===== src/rtl/chr_map_pkg.sv =====
package chr_map_pkg;
  localparam int REG_W      = 5;
  localparam int NUM_SLOTS  = 8;
  localparam int SLOT_SEL_W = 3;
  localparam int PAGE_OFS_W = 10;
  localparam int VADDR_W    = SLOT_SEL_W + PAGE_OFS_W;

  typedef enum logic [1:0] {
    MIR_ONE_LO = 2'd0,
    MIR_ONE_HI = 2'd1,
    MIR_VERT   = 2'd2,
    MIR_HORZ   = 2'd3
  } mirror_e;
endpackage


===== src/rtl/chr_bank_sel.sv =====
module chr_bank_sel
  import chr_map_pkg::*;
#(
  parameter int BANK_W = 4
) (
  input  logic              chr_4k_i,
  input  logic [REG_W-1:0]  chr_lo_i,
  input  logic [REG_W-1:0]  chr_hi_i,
  output logic [BANK_W-1:0] bank_lo_o,
  output logic [BANK_W-1:0] bank_hi_o
);
  logic [BANK_W-1:0] lo_mod;
  logic [BANK_W-1:0] hi_mod;

  // power-of-two bank count: modulo is a truncation
  assign lo_mod = chr_lo_i[BANK_W-1:0];
  assign hi_mod = chr_hi_i[BANK_W-1:0];

  always_comb begin
    if (chr_4k_i) begin
      bank_lo_o = lo_mod;
      bank_hi_o = hi_mod;
    end else begin
      bank_lo_o = {lo_mod[BANK_W-1:1], 1'b0};
      bank_hi_o = {lo_mod[BANK_W-1:1], 1'b1};
    end
  end
endmodule


===== src/rtl/chr_page_expand.sv =====
module chr_page_expand
  import chr_map_pkg::*;
#(
  parameter int BANK_W = 4,
  localparam int PAGE_W = BANK_W + 2
) (
  input  logic [BANK_W-1:0]           bank_lo_i,
  input  logic [BANK_W-1:0]           bank_hi_i,
  output logic [NUM_SLOTS*PAGE_W-1:0] pages_o
);
  for (genvar k = 0; k < NUM_SLOTS; k++) begin : g_slot
    localparam logic [1:0] SUB = 2'(k % 4);
    if (k < 4) begin : g_lo
      assign pages_o[k*PAGE_W +: PAGE_W] = {bank_lo_i, SUB};
    end else begin : g_hi
      assign pages_o[k*PAGE_W +: PAGE_W] = {bank_hi_i, SUB};
    end
  end
endmodule


===== src/rtl/chr_addr_map.sv =====
module chr_addr_map
  import chr_map_pkg::*;
#(
  parameter int PAGE_W = 6,
  localparam int PHYS_W = PAGE_W + PAGE_OFS_W
) (
  input  logic [NUM_SLOTS*PAGE_W-1:0] pages_i,
  input  logic [VADDR_W-1:0]          vaddr_i,
  output logic [PHYS_W-1:0]           paddr_o
);
  logic [SLOT_SEL_W-1:0] slot;
  logic [PAGE_W-1:0]     page;

  assign slot    = vaddr_i[VADDR_W-1:PAGE_OFS_W];
  assign page    = pages_i[slot*PAGE_W +: PAGE_W];
  assign paddr_o = {page, vaddr_i[PAGE_OFS_W-1:0]};
endmodule


===== src/rtl/chr_mirror_map.sv =====
module chr_mirror_map
  import chr_map_pkg::*;
#(
  parameter int CHR_BANKS = 16,
  localparam int BANK_W = $clog2(CHR_BANKS),
  localparam int PAGE_W = BANK_W + 2,
  localparam int PHYS_W = PAGE_W + PAGE_OFS_W
) (
  input  logic                        clk,
  input  logic                        rst_n,
  input  logic                        load_i,
  input  logic                        chr_4k_i,
  input  logic [1:0]                  mirror_i,
  input  logic [REG_W-1:0]            chr_lo_i,
  input  logic [REG_W-1:0]            chr_hi_i,
  input  logic [VADDR_W-1:0]          ppu_addr_i,
  output logic [NUM_SLOTS*PAGE_W-1:0] page_o,
  output logic [1:0]                  mirror_o,
  output logic [PHYS_W-1:0]           chr_addr_o
);
  logic [BANK_W-1:0] sel_lo, sel_hi;
  logic [BANK_W-1:0] bank_lo_d, bank_hi_d, bank_lo_q, bank_hi_q;
  mirror_e           mirror_d, mirror_q;

  chr_bank_sel #(.BANK_W(BANK_W)) u_sel (
    .chr_4k_i (chr_4k_i),
    .chr_lo_i (chr_lo_i),
    .chr_hi_i (chr_hi_i),
    .bank_lo_o(sel_lo),
    .bank_hi_o(sel_hi)
  );

  always_comb begin
    bank_lo_d = bank_lo_q;
    bank_hi_d = bank_hi_q;
    mirror_d  = mirror_q;
    if (load_i) begin
      bank_lo_d = sel_lo;
      bank_hi_d = sel_hi;
      mirror_d  = mirror_e'(mirror_i);
    end
  end

  always_ff @(posedge clk or negedge rst_n) begin
    if (!rst_n) begin
      bank_lo_q <= '0;
      bank_hi_q <= BANK_W'(1);
      mirror_q  <= MIR_ONE_LO;
    end else begin
      bank_lo_q <= bank_lo_d;
      bank_hi_q <= bank_hi_d;
      mirror_q  <= mirror_d;
    end
  end

  chr_page_expand #(.BANK_W(BANK_W)) u_exp (
    .bank_lo_i(bank_lo_q),
    .bank_hi_i(bank_hi_q),
    .pages_o  (page_o)
  );

  chr_addr_map #(.PAGE_W(PAGE_W)) u_amap (
    .pages_i(page_o),
    .vaddr_i(ppu_addr_i),
    .paddr_o(chr_addr_o)
  );

  assign mirror_o = mirror_q;
endmodule


===== config.mk =====
export PLATFORM = sky130hd
export DESIGN_NAME = chr_mirror_map
export DESIGN_NICKNAME = d
export VERILOG_FILES = /design/src/rtl/chr_map_pkg.sv /design/src/rtl/chr_bank_sel.sv /design/src/rtl/chr_page_expand.sv /design/src/rtl/chr_addr_map.sv /design/src/rtl/chr_mirror_map.sv
export SDC_FILE = /design/constraint.sdc
export NUM_CORES = 1
export LEC_CHECK = 0
export BUFFER_PORTS_ARGS = -buffer_cell sky130_fd_sc_hd__buf_4
export CELL_PAD_IN_SITES_DETAIL_PLACEMENT = 1
export CELL_PAD_IN_SITES_GLOBAL_PLACEMENT = 1
export CORE_MARGIN = 3
export CORE_UTILIZATION = 24
export DETAILED_ROUTE_END_ITERATION = 12
export GPL_ROUTABILITY_DRIVEN = 0
export PLACE_DENSITY = 0.85
export SYNTH_ARGS = -nofsm -noshare
export SYNTH_HDL_FRONTEND = slang
export SYNTH_SLANG_ARGS = --single-unit

===== constraint.sdc =====
create_clock -name clk -period 1.5 [get_ports clk]
set_clock_uncertainty 0.1 [all_clocks]
set_input_delay 0.225 -clock clk [delete_from_list [all_inputs] [get_ports clk]]
set_output_delay 0.225 -clock clk [all_outputs]
set_load 0.05 [all_outputs]

## After elaboration in Yosys (flattened, before gate mapping)

Cells that the tools add are included.

| storage, ports and cells | value |
|---|---|
| flip-flop bits (word level) | 10 |
| bits of input ports | 29 |
| output and inout bits | 66 |
| logic and storage cells | 7 |

| operators by class | value |
|---|---|
| multipliers | 1 |
| shift-type cells | 1 |
| multiplexer cells | 2 |

Operators by type and width:

| kind | number |
|---|---|
| 48-bit by 7-bit indexed part select with 6-bit output | 1 |
| 3-bit by 2-bit multiplier with 5-bit output, second input constant | 1 |
| 4-bit 2-to-1 mux | 1 |
| 1-bit 2-to-1 mux | 1 |

## Depth between registers and ports, before layout

Gate-level depths: netlist of run 1.

| logic depth | value |
|---|---|
| word-level depth | 2 |
| mapped depth | 4 |

## By module

Synthesis of run 1 repeated with hierarchy kept, for this count alone.

| unflattened totals | value |
|---|---|
| cells, all modules | 110 |
| area total of the unflattened synthesis | 1,327.5 um^2 |

Modules (own cells, without submodules):

| module | instances | cells an instance | area an instance (um^2) | seq. area each (um^2) |
|---|---|---|---|---|
| chr_addr_map | 1 | 31 | 476.7 | 0.0 |
| chr_mirror_map | 1 | 21 | 412.9 | 251.5 |
| chr_page_expand | 1 | 50 | 367.9 | 0.0 |
| chr_bank_sel | 1 | 8 | 70.1 | 0.0 |

## Worst setup path after synthesis of run 1

OpenSTA, ideal clock, no wires.

| path | value |
|---|---|
| kind | reg-to-output |
| start point | register bank_lo_q[0] |
| end point | output port chr_addr_o[12] |
| arrival | 1.869 ns |
| data required time | 1.175 ns |
| slack | -0.694 ns |
| cell stages (with the launch flop) | 3 |
| path through | dfrtp_1 -> inv_1 -> o21ai_0 |

| between the ends | value |
|---|---|
| longest elaborated chain between the ends | 1 |

Ends and longest elaborated chain:

| element | RTL line | text |
|---|---|---|
| start, declared | chr_mirror_map.sv:22 | `logic [BANK_W-1:0] bank_lo_d, bank_hi_d, bank_lo_q, bank_hi_q;` |
| start signal, assigned | chr_mirror_map.sv:50 | `bank_lo_q <= bank_lo_d;` |
| 48-bit by 7-bit indexed part select with 6-bit output | chr_addr_map.sv:15 | `assign page = pages_i[slot*PAGE_W +: PAGE_W];` |
| end, declared | chr_mirror_map.sv:19 | `output logic [PHYS_W-1:0] chr_addr_o` |

Every way passes these cells.

## Worst setup path in the final report of run 1

| path | value |
|---|---|
| start point | register bank_lo_q[3] |
| end point | output port chr_addr_o[15] |

The elaborated chain is that of the path after synthesis.

==> flow_summary.toml, run 1 <==
[critical_path]
path_class = "reg2out"
crit_path_start = "bank_lo_q[3]$_DFFE_PN0P_"
cp_max_fo = 6
endpoint_kind = "output pin"
cp_slowest_stage_delay_ns = 0.44
cp-endpoint = "chr_addr_o[15]"
critPathLaunchType = "flop"
regToRegStartpoint = "bank_lo_q[1]$_DFFE_PN0P_"
reg2reg_to = "bank_lo_q[1]$_DFFE_PN0P_"
ff2ff_path_depth = 2
slowest_stage = "dfrtp_2"
reg2reg_slack_ns = 0.48
cp_cell_sequence = "mux2_2, buf_4"
critPathRequiredTime_ns = 1.17
critPathArrivalTime_ns = 1.15

[sta]
rsz0062_at_grt = "false"
report.final.hold_viol_count = 0
max_freq_mhz = 679
setup_tns_ns = 0
whs_ns = 0.109
finalSetupViolCount = 0
layout_min_cycle_time_ns = 1.47
post-route-period-util_pct = 98.1
slew_violations = 0

[cells_and_area]
instances_no_fill = 160
diodes = 0
drive_gt1_share_pct = 69.3
fin_area_mm2 = 0.00108
fin_nets = 144
area_growth_pct = 23.2

[drt]
route.detailed.wl_per_inst_um = 12.6
dr.pass1.iters = 2
drc = 0
vias = 579
drtIter0Drc = 4
wl_mm = 2.02
ant_nets = 0
viasPerCell = 3.62

[global_routing]
grt_max_degree = 16
track_usage_pct = 8.52
grt_pass1_vias = 572
antenna_found_initial = 0
grt_overflow = 0
grt_pass1_wl_mm = 2.78

[place]
postPlaceCellArea_um2 = 963
port_buffers = 52
hpwl_mm = 1.67
dp_cells = 149

[floorplanning]
die_area_mm2 = 0.00443
std_cell_rows = 21
die_h_um = 66.6
core_region_area_mm2 = 0.00344
initial_core_util_pct = 25.6
chipWidth_um = 66.6
boundaryPins = 95

[clock_network]
ctsLongestPathBuffers = 2
numCtsBuffers = 3
cts-root-buf = "clkbuf_8"
cts.sinks = 10
clkTransAtPathRegs_ns = 0.05
h-tree-depth = 1
cts_tree = "built"
worst_skew_pair.late_latency_ns = 0.23

[logic_synthesis]
yosys-top-cells-area = "buf_4, dfrtp_1, mux2_2"
yosysTopAreaCell = "buf_4"
synthAdderAreaFrac_pct = 0
yosys_warnings = 0
synth_compound_area_share_pct = 3.55
synthSimpleGateAreaFrac_pct = 2.98
ys_seq_area_share_pct = 28.6
synthesis.area_um2 = 881
ys_ff_latch = 10
netlist-cell-type-count = 18
synth_xor_area_share_pct = 0
yosys.area.top_type_share_pct = 45.2
netlist_instances = 92
syn_avg_cell_area_um2 = 9.57
synth_top_family_by_area = "buffers and inverters"
muxShareOfSynthArea_pct = 14.5

[outcome]
outcome = "finished, final reports clean"

[pwr]
powerDensity_mw_per_mm2 = 1320
vdd_drop_max_mv = 0.353
leakage_uw = 0.000559

[job]
drv_cap = 0

[hold_path]
hold_class = "in2reg"
power breakdown:
part	total (uW)	switching, uW	internal, uW	leakage (uW)
Sequential	329	27.5	302	0.000110
Clock	333	102	230	0.0000288
Combinational	772	560	212	0.000421
Total	1430	690	744	0.000559
metrics by stage:
step	power [uW]	util, %	worst slack, ns
2_1_floorplan	1070	-	0.0119
3_3_place_gp	1070	28.0	0.245
3_5_place_dp	1080	28.0	0.227
4_1_cts	1430	30.0	0.00283
5_1_grt	1500	31.5	0.00124
6_report	1430	31.5	0.0279
area by class of cell:
class | instances | area (um2)
Tap cell | 46 | 57.6
Inverter | 2 | 7.51
Clock buffer | 4 | 55.1
Multi-Input combinational cell | 39 | 256
Timing Repair Buffer | 59 | 449
Sequential cell | 10 | 259
Fill cell | 416 | 2360
how the worst min path moves through the flow:
stage                           start                        to  slack [ns]  cells past startpoint
final                        chr_4k_i  bank_hi_q[0]$_DFFE_PN1P_        0.11                      2
after detailed placement        rst_n  bank_lo_q[1]$_DFFE_PN0P_       -0.03                      1
after floorplan                 rst_n  bank_hi_q[1]$_DFFE_PN0P_       -0.17                      0
after CTS                    chr_4k_i  bank_hi_q[0]$_DFFE_PN1P_        0.11                      2
after global placement          rst_n   mirror_o[1]$_DFFE_PN0P_       -0.04                      1
after global routing      mirror_i[1]   mirror_o[1]$_DFFE_PN0P_        0.12                      2
synthesized netlist by cell type:
cell,instances
o21ai_1,1
buf_4,53
dfrtp_1,9
conb_1,2
dfstp_2,1
a21oi_1,3
buf_12,1
nand2_1,1
nand3_1,1
nor2_2,1
mux2i_1,3
inv_1,2
mux2_2,6
a31oi_1,1
o21ai_0,1
mux2_4,2
buf_6,1
nor2_1,3
layout by cell type, fill, tap and decap left out, drive strengths merged:
cell type,count
buf,58
conb,16
dfrtp,9
mux2,8
clkbuf,4
nor2,4
mux2i,3
a21oi,3
inv,2
o21ai,2
a31oi,1
nand3,1
nand2,1
dfstp,1
dlygate4sd3,1
worst max-delay path: cells and delay by family (launching register included):
kind                   cells  cell delay (ns)
buffers and inverters      1             0.19
flip-flops                 1             0.44
multiplexers               1             0.28
cells by family (layout without fill, tap and decap cells):
group	count (synthesis)	after routing
flip-flops	10	10
AO/OA/AOI/OAI	6	6
AND/OR/NAND/NOR	6	6
other	2	16
buffers and inverters	57	65
multiplexers	11	11
layer usage:
layer  vias up  track usage [%]  routed length [um]
li1        264                -                   -
met1       266             8.10                 628
met2        41             16.8                1190
met3         8             2.02                 163
met4         0             3.81                  34
met5         -                0                   0
what timing repair did:
item / CTS / global route
hold buffers: 1 / 0
buffers inserted: 0 / 6
gates resized for setup: 1 / 6
endpoints found under the setup margin: 1 / 4
hold endpoints to repair: 10 / 0
sequential cells by signal, summed over array words and instances (netlist names):
signal	count
bank_hi_q	4
mirror_o	2
bank_lo_q	4
No activity file was read; power rests on OpenSTA's default activity.
==> inputs of run 2 (changes only) <==
--- a/config.mk
+++ b/config.mk
@@ -10,6 +10,7 @@
 export CELL_PAD_IN_SITES_GLOBAL_PLACEMENT = 1
 export CORE_MARGIN = 3
 export CORE_UTILIZATION = 24
+export CTS_CLUSTER_DIAMETER = 30
 export DETAILED_ROUTE_END_ITERATION = 12
 export GPL_ROUTABILITY_DRIVEN = 0
 export PLACE_DENSITY = 0.85
==> constraint.sdc (replaced) <==
create_clock -name clk -period 1.5 [get_ports clk]
set_clock_uncertainty 0.1 [all_clocks]
set_input_delay 0.15 -clock clk [delete_from_list [all_inputs] [get_ports clk]]
set_output_delay 0.15 -clock clk [all_outputs]
set_load 0.05 [all_outputs]
==> run 2 against run 1 <==
Sequential power is 2% higher. Hold slack worse by 0.074 ns. Global-route usage rose by 0.21 points. Combinational power down 5.2%. Highest routed layer unchanged. Die area stayed put.
==> flow_summary.toml, run 2 (synthesis results as in run 1) <==
[place]
postPlaceCellArea_um2 = 956
port_buffers = 52
hpwl_mm = 1.69

[cells_and_area]
final_cell_mix = "buf_4, conb_1, dfrtp_1, mux2_2"
fin_area_mm2 = 0.00101
n_fill_cell = 400
multi_input_area_um2 = 249
drive_gt1_share_pct = 61.1
fin_nets = 138
ff_latch_area_um2 = 251
area_growth_pct = 14.8
final_common_cell = "buf_4"
diodes = 0

[sta]
report.final.hold_viol_count = 0
max_freq_mhz = 707
rsz0062_at_grt = "false"
slew_violations = 0
post-route-period-util_pct = 94.2
finalSetupViolCount = 0
layout_min_cycle_time_ns = 1.41
setup_tns_ns = 0

[drt]
viasPerCell = 3.68
dr.pass1.iters = 2
ant_nets = 0
drc = 0
drtIter0Drc = 8
route.detailed.wl_per_inst_um = 13.2
vias = 567
wl_mm = 2.04

[critical_path]
critPathTopFamily = "flip-flops"
ff2ff_path_depth = 2
critPathArrivalTime_ns = 1.16
critPathLaunchType = "flop"
endpoint_kind = "output pin"
slowest_stage = "dfrtp_1"
reg2reg_slack_ns = 0.56
reg2reg_to = "bank_hi_q[0]$_DFFE_PN1P_"
path_class = "reg2out"
critPathRequiredTime_ns = 1.25
regToRegStartpoint = "bank_hi_q[0]$_DFFE_PN1P_"
crit_path_start = "bank_hi_q[3]$_DFFE_PN0P_"
cp_cell_sequence = "mux2_2, buf_4"
crit_buf_inv = 1
cp_max_fo = 6
cp_slowest_stage_delay_ns = 0.45

[clock_network]
cts_resized = 0
cts_tree = "built"
worst_skew_pair.late_latency_ns = 0.23
clkTransAtPathRegs_ns = 0.05
cts-root-buf = "clkbuf_8"
ctsLongestPathBuffers = 2
numCtsBuffers = 3
cts.sinks = 10
h-tree-depth = 1

[pwr]
p_comb_share_pct = 54.2
p_clk_share_pct = 20.9
p_switching_uw = 678
powerDensity_mw_per_mm2 = 1340
power_uw = 1350
vdd_drop_max_mv = 0.509
p_seq_share_pct = 24.9
power.internal_uw = 673
leakage_uw = 0.000529
swShare_pct = 50.2

[hold_path]
hold_depth = 2
whs_endpoint = "bank_hi_q[0]$_DFFE_PN1P_"
hold_class = "in2reg"
worstHoldStart = "chr_4k_i"

[job]
drv_cap = 0

[global_routing]
grt_pass1_vias = 609
antenna_found_initial = 0
grt_overflow = 0
grt_pass1_wl_mm = 2.83
grt_max_degree = 16
track_usage_pct = 8.73

[floorplanning]
boundaryPins = 95
std_cell_rows = 21
chipWidth_um = 66.6
initial_core_util_pct = 25.6
die_h_um = 66.6
die_area_mm2 = 0.00443
core_region_area_mm2 = 0.00344

[outcome]
outcome = "finished, final reports clean"
[run 2: stage by stage]
stage / cells / setup slack [ns] / utilization [%] / hold slack (ns)
after floorplan: 106 / 0.00136 / - / -0.246
after global placement: 149 / 0.354 / 27.8 / -0.112
after detailed placement: 149 / 0.324 / 27.8 / -0.109
after CTS: 154 / 0.0719 / 29.4 / 0.0327
after global routing: 154 / 0.0266 / 29.4 / 0.0382
final: 154 / 0.0864 / 29.4 / 0.0354
[run 2: repair_timing]
| action | in CTS | in global routing |
|---|---|---|
| hold buffers | 1 | 0 |
| buffers inserted | 0 | 0 |
| endpoints found under the hold margin | 10 | 0 |
[run 2: worst max-delay path by stage]
stage	end	cells after the start	slack, ns
after floorplan	chr_addr_o[12]	2	0.001
after global placement	chr_addr_o[12]	3	0.35
after detailed placement	chr_addr_o[12]	3	0.32
after CTS	chr_addr_o[15]	2	0.07
after global routing	chr_addr_o[12]	3	0.03
final	chr_addr_o[15]	2	0.09
[run 2: metal layers]
layer / wire [um] / GRT usage [%]
met1: 652 / 7.39
met2: 1180 / 17.6
met3: 160 / 3.37
met4: 42 / 3.55
met5: 0 / 0
[run 2: layout make-up]
cell class                 count  share of cell area (%)
inverter                       2                   0.743
tap                           46                    5.69
multi-input combinational     39                    24.6
sequential                    10                    24.9
clock buffer                   4                    4.46
timing repair buffer          53                    39.6
[run 2: worst reg2reg max path, stage by stage, from the launching register on]
cell	delay, ns
dfstp_2	0.58
nor2_2	0.04
a31oi_1	0.14
[run 2: power by group through the flow]
stage / Sequential (uW) / Clock, uW / Combinational, uW
after floorplan: 426 / 0 / 645
after global placement: 337 / 0 / 727
after detailed placement: 342 / 0 / 734
after CTS: 338 / 301 / 737
after global routing: 344 / 317 / 756
final: 336 / 283 / 732
==> inputs of run 3 (changes only) <==
--- a/config.mk
+++ b/config.mk
@@ -5,15 +5,16 @@
 export SDC_FILE = /design/constraint.sdc
 export NUM_CORES = 1
 export LEC_CHECK = 0
+export ABC_AREA = 1
 export BUFFER_PORTS_ARGS = -buffer_cell sky130_fd_sc_hd__buf_4
 export CELL_PAD_IN_SITES_DETAIL_PLACEMENT = 1
 export CELL_PAD_IN_SITES_GLOBAL_PLACEMENT = 1
 export CORE_MARGIN = 3
-export CORE_UTILIZATION = 24
+export CORE_UTILIZATION = 23
 export CTS_CLUSTER_DIAMETER = 30
 export DETAILED_ROUTE_END_ITERATION = 12
 export GPL_ROUTABILITY_DRIVEN = 0
-export PLACE_DENSITY = 0.85
+export PLACE_DENSITY = 0.86
 export SYNTH_ARGS = -nofsm -noshare
 export SYNTH_HDL_FRONTEND = slang
 export SYNTH_SLANG_ARGS = --single-unit
==> constraint.sdc (replaced) <==
create_clock -name clk -period 1.5 [get_ports clk]
set_clock_uncertainty 0.1 [all_clocks]
set_input_delay 0.15 -clock clk [delete_from_list [all_inputs] [get_ports clk]]
set_output_delay 0.15 -clock clk [all_outputs]
set_load 0.02 [all_outputs]
==> run 3 against run 2 <==
Design area grew 2.5%. Fmax grew 5.6%. Cell count grew 18%. Critical endpoint is now chr_addr_o[12]. Via count grew 17%. Highest routed layer unchanged.
==> flow_summary.toml, run 3 <==
[global_routing]
grt_max_degree = 16
grt_pass1_vias = 577
grt_pass1_wl_mm = 2.75
antenna_found_initial = 0
grt_overflow = 0
track_usage_pct = 8.20

[logic_synthesis]
syn_avg_cell_area_um2 = 7.45
netlist_instances = 117
synth_edf_count = 0
muxShareOfSynthArea_pct = 0
synthMostInstantiatedCell = "buf_4"
yosys.area.top_type_share_pct = 44.8
yosys_warnings = 0
synth_xor_area_share_pct = 0
yosysTopAreaCell = "buf_4"
async_flop_share_pct = 100
synthesis.area_um2 = 872
synthTopCellsByCount = "buf_4, nand2_1, inv_1"
synthAdderAreaFrac_pct = 0
yosys-top-cells-area = "buf_4, dfrtp_1, nand2_1"
ys_seq_area_share_pct = 28.8
synth_compound_area_share_pct = 5.16
synthSimpleGateAreaFrac_pct = 13.9
synth_top_family_by_area = "buffers and inverters"
ys_ff_latch = 10
netlist-cell-type-count = 10
ys_dominant_reg_cell = "dfrtp_1"

[job]
drv_cap = 0

[clock_network]
worst_skew_pair.late_latency_ns = 0.24
cts.sinks = 10
cts-root-buf = "clkbuf_8"
cts_resized = 0
clkTransAtPathRegs_ns = 0.05
cts_tree = "built"
numCtsBuffers = 3
h-tree-depth = 1
cts_setup_buffers = 0
hold_buffers = 1
ctsLongestPathBuffers = 2

[critical_path]
regToRegStartpoint = "bank_hi_q[0]$_DFFE_PN1P_"
ff2ff_path_depth = 2
worst-path-stages = 3
cp-endpoint = "chr_addr_o[12]"
cp_max_fo = 6
crit_buf_inv = 1
endpoint_kind = "output pin"
crit_path_start = "bank_hi_q[0]$_DFFE_PN1P_"
reg2reg_slack_ns = 0.65
path_class = "reg2out"
critPathLaunchType = "flop"
critPathRequiredTime_ns = 1.25
reg2reg_to = "bank_hi_q[0]$_DFFE_PN1P_"
cp_slowest_stage_delay_ns = 0.57
cp_cell_sequence = "nand2_1, o21ai_0, buf_4"
critPathArrivalTime_ns = 1.09
slowest_stage = "dfstp_2"
critPathTopFamily = "flip-flops"

[cells_and_area]
final_util_pct = 29.6
diodes = 0
area_growth_pct = 18.8
drive_gt1_share_pct = 42.2
fin_nets = 165
final_cell_mix = "buf_4, nand2_1, conb_1, inv_1, dfrtp_1"
multi_input_area_um2 = 226
ff_latch_area_um2 = 251
final_common_cell = "buf_4"
n_fill_cell = 461

[pwr]
leakage_uw = 0.000608
powerDensity_mw_per_mm2 = 1050
vdd_drop_max_mv = 0.310

[hold_path]
hold_class = "in2reg"

[drt]
drtIter0Drc = 18
route.detailed.wl_per_inst_um = 11.0
wl_mm = 2.00
drc = 0
vias = 661
viasPerCell = 3.65
ant_nets = 0
dr.pass1.iters = 4

[floorplanning]
die_h_um = 67.6
core_region_area_mm2 = 0.00349
die_area_mm2 = 0.00457
std_cell_rows = 21
initial_core_util_pct = 25.0
boundaryPins = 95
chipWidth_um = 67.6

[sta]
post-route-period-util_pct = 89.2
finalSetupViolCount = 0
setup_tns_ns = 0
slew_violations = 0
max_freq_mhz = 747
report.final.hold_viol_count = 0
layout_min_cycle_time_ns = 1.34
rsz0062_at_grt = "false"

[place]
hpwl_mm = 1.60
port_buffers = 52

[outcome]
outcome = "finished, final reports clean"
## run 3: kinds of logic after synthesis
kind of cell | Yosys count
AND/OR/NAND/NOR | 31
AO/OA/AOI/OAI | 9
buffers and inverters | 65
other | 2
flip-flops | 10
## run 3: worst min path at each step
stage                                           to  depth (start not counted)        start  slack (ns)
after floorplan           bank_hi_q[1]$_DFFE_PN0P_                          0        rst_n       -0.25
after global placement    bank_hi_q[1]$_DFFE_PN0P_                          1        rst_n       -0.11
after detailed placement  bank_hi_q[1]$_DFFE_PN0P_                          1        rst_n       -0.11
after CTS                  mirror_o[0]$_DFFE_PN0P_                          3  mirror_i[0]        0.01
after global routing       mirror_o[0]$_DFFE_PN0P_                          3  mirror_i[0]        0.03
final                      mirror_o[0]$_DFFE_PN0P_                          3  mirror_i[0]        0.02
## run 3: power by group
part	internal, uW	switching [uW]
Sequential	298	31.4
Clock	231	110
Combinational	164	250
## run 3: through the flow
step | total power [uW] | cells | cell area [um2] | setup slack [ns] | hold WS, ns
floorplan | 706 | 131 | 925 | 0.210 | -0.246
global placement | 742 | 176 | 971 | 0.402 | -0.108
detailed placement | 751 | 176 | 971 | 0.390 | -0.109
CTS | 1110 | 181 | 1040 | 0.129 | 0.00996
global route | 1150 | 181 | 1040 | 0.0464 | 0.0263
finish | 1080 | 181 | 1040 | 0.161 | 0.0174
## run 3: layer usage
metal	vias up	wire (um)	global-route usage (%)
met5	-	0	0
met4	0	12	2.28
met3	2	306	4.49
met2	48	1030	14.6
met1	294	651	8.16
li1	317	-	-
## run 3: area by class of cell
cell class                      instances  area share, %
Tap cell                               46           5.56
Inverter                               12           4.35
Clock buffer                            4           5.31
Timing Repair Buffer                   53           38.6
Multi-Input combinational cell         56           21.9
Sequential cell                        10           24.3
## run 3: tightest hold or removal path: cells and delay by family
kind	cells	cell delay [ns]
buffers and inverters	1	0.07
and+or+nand+nor	2	0.09
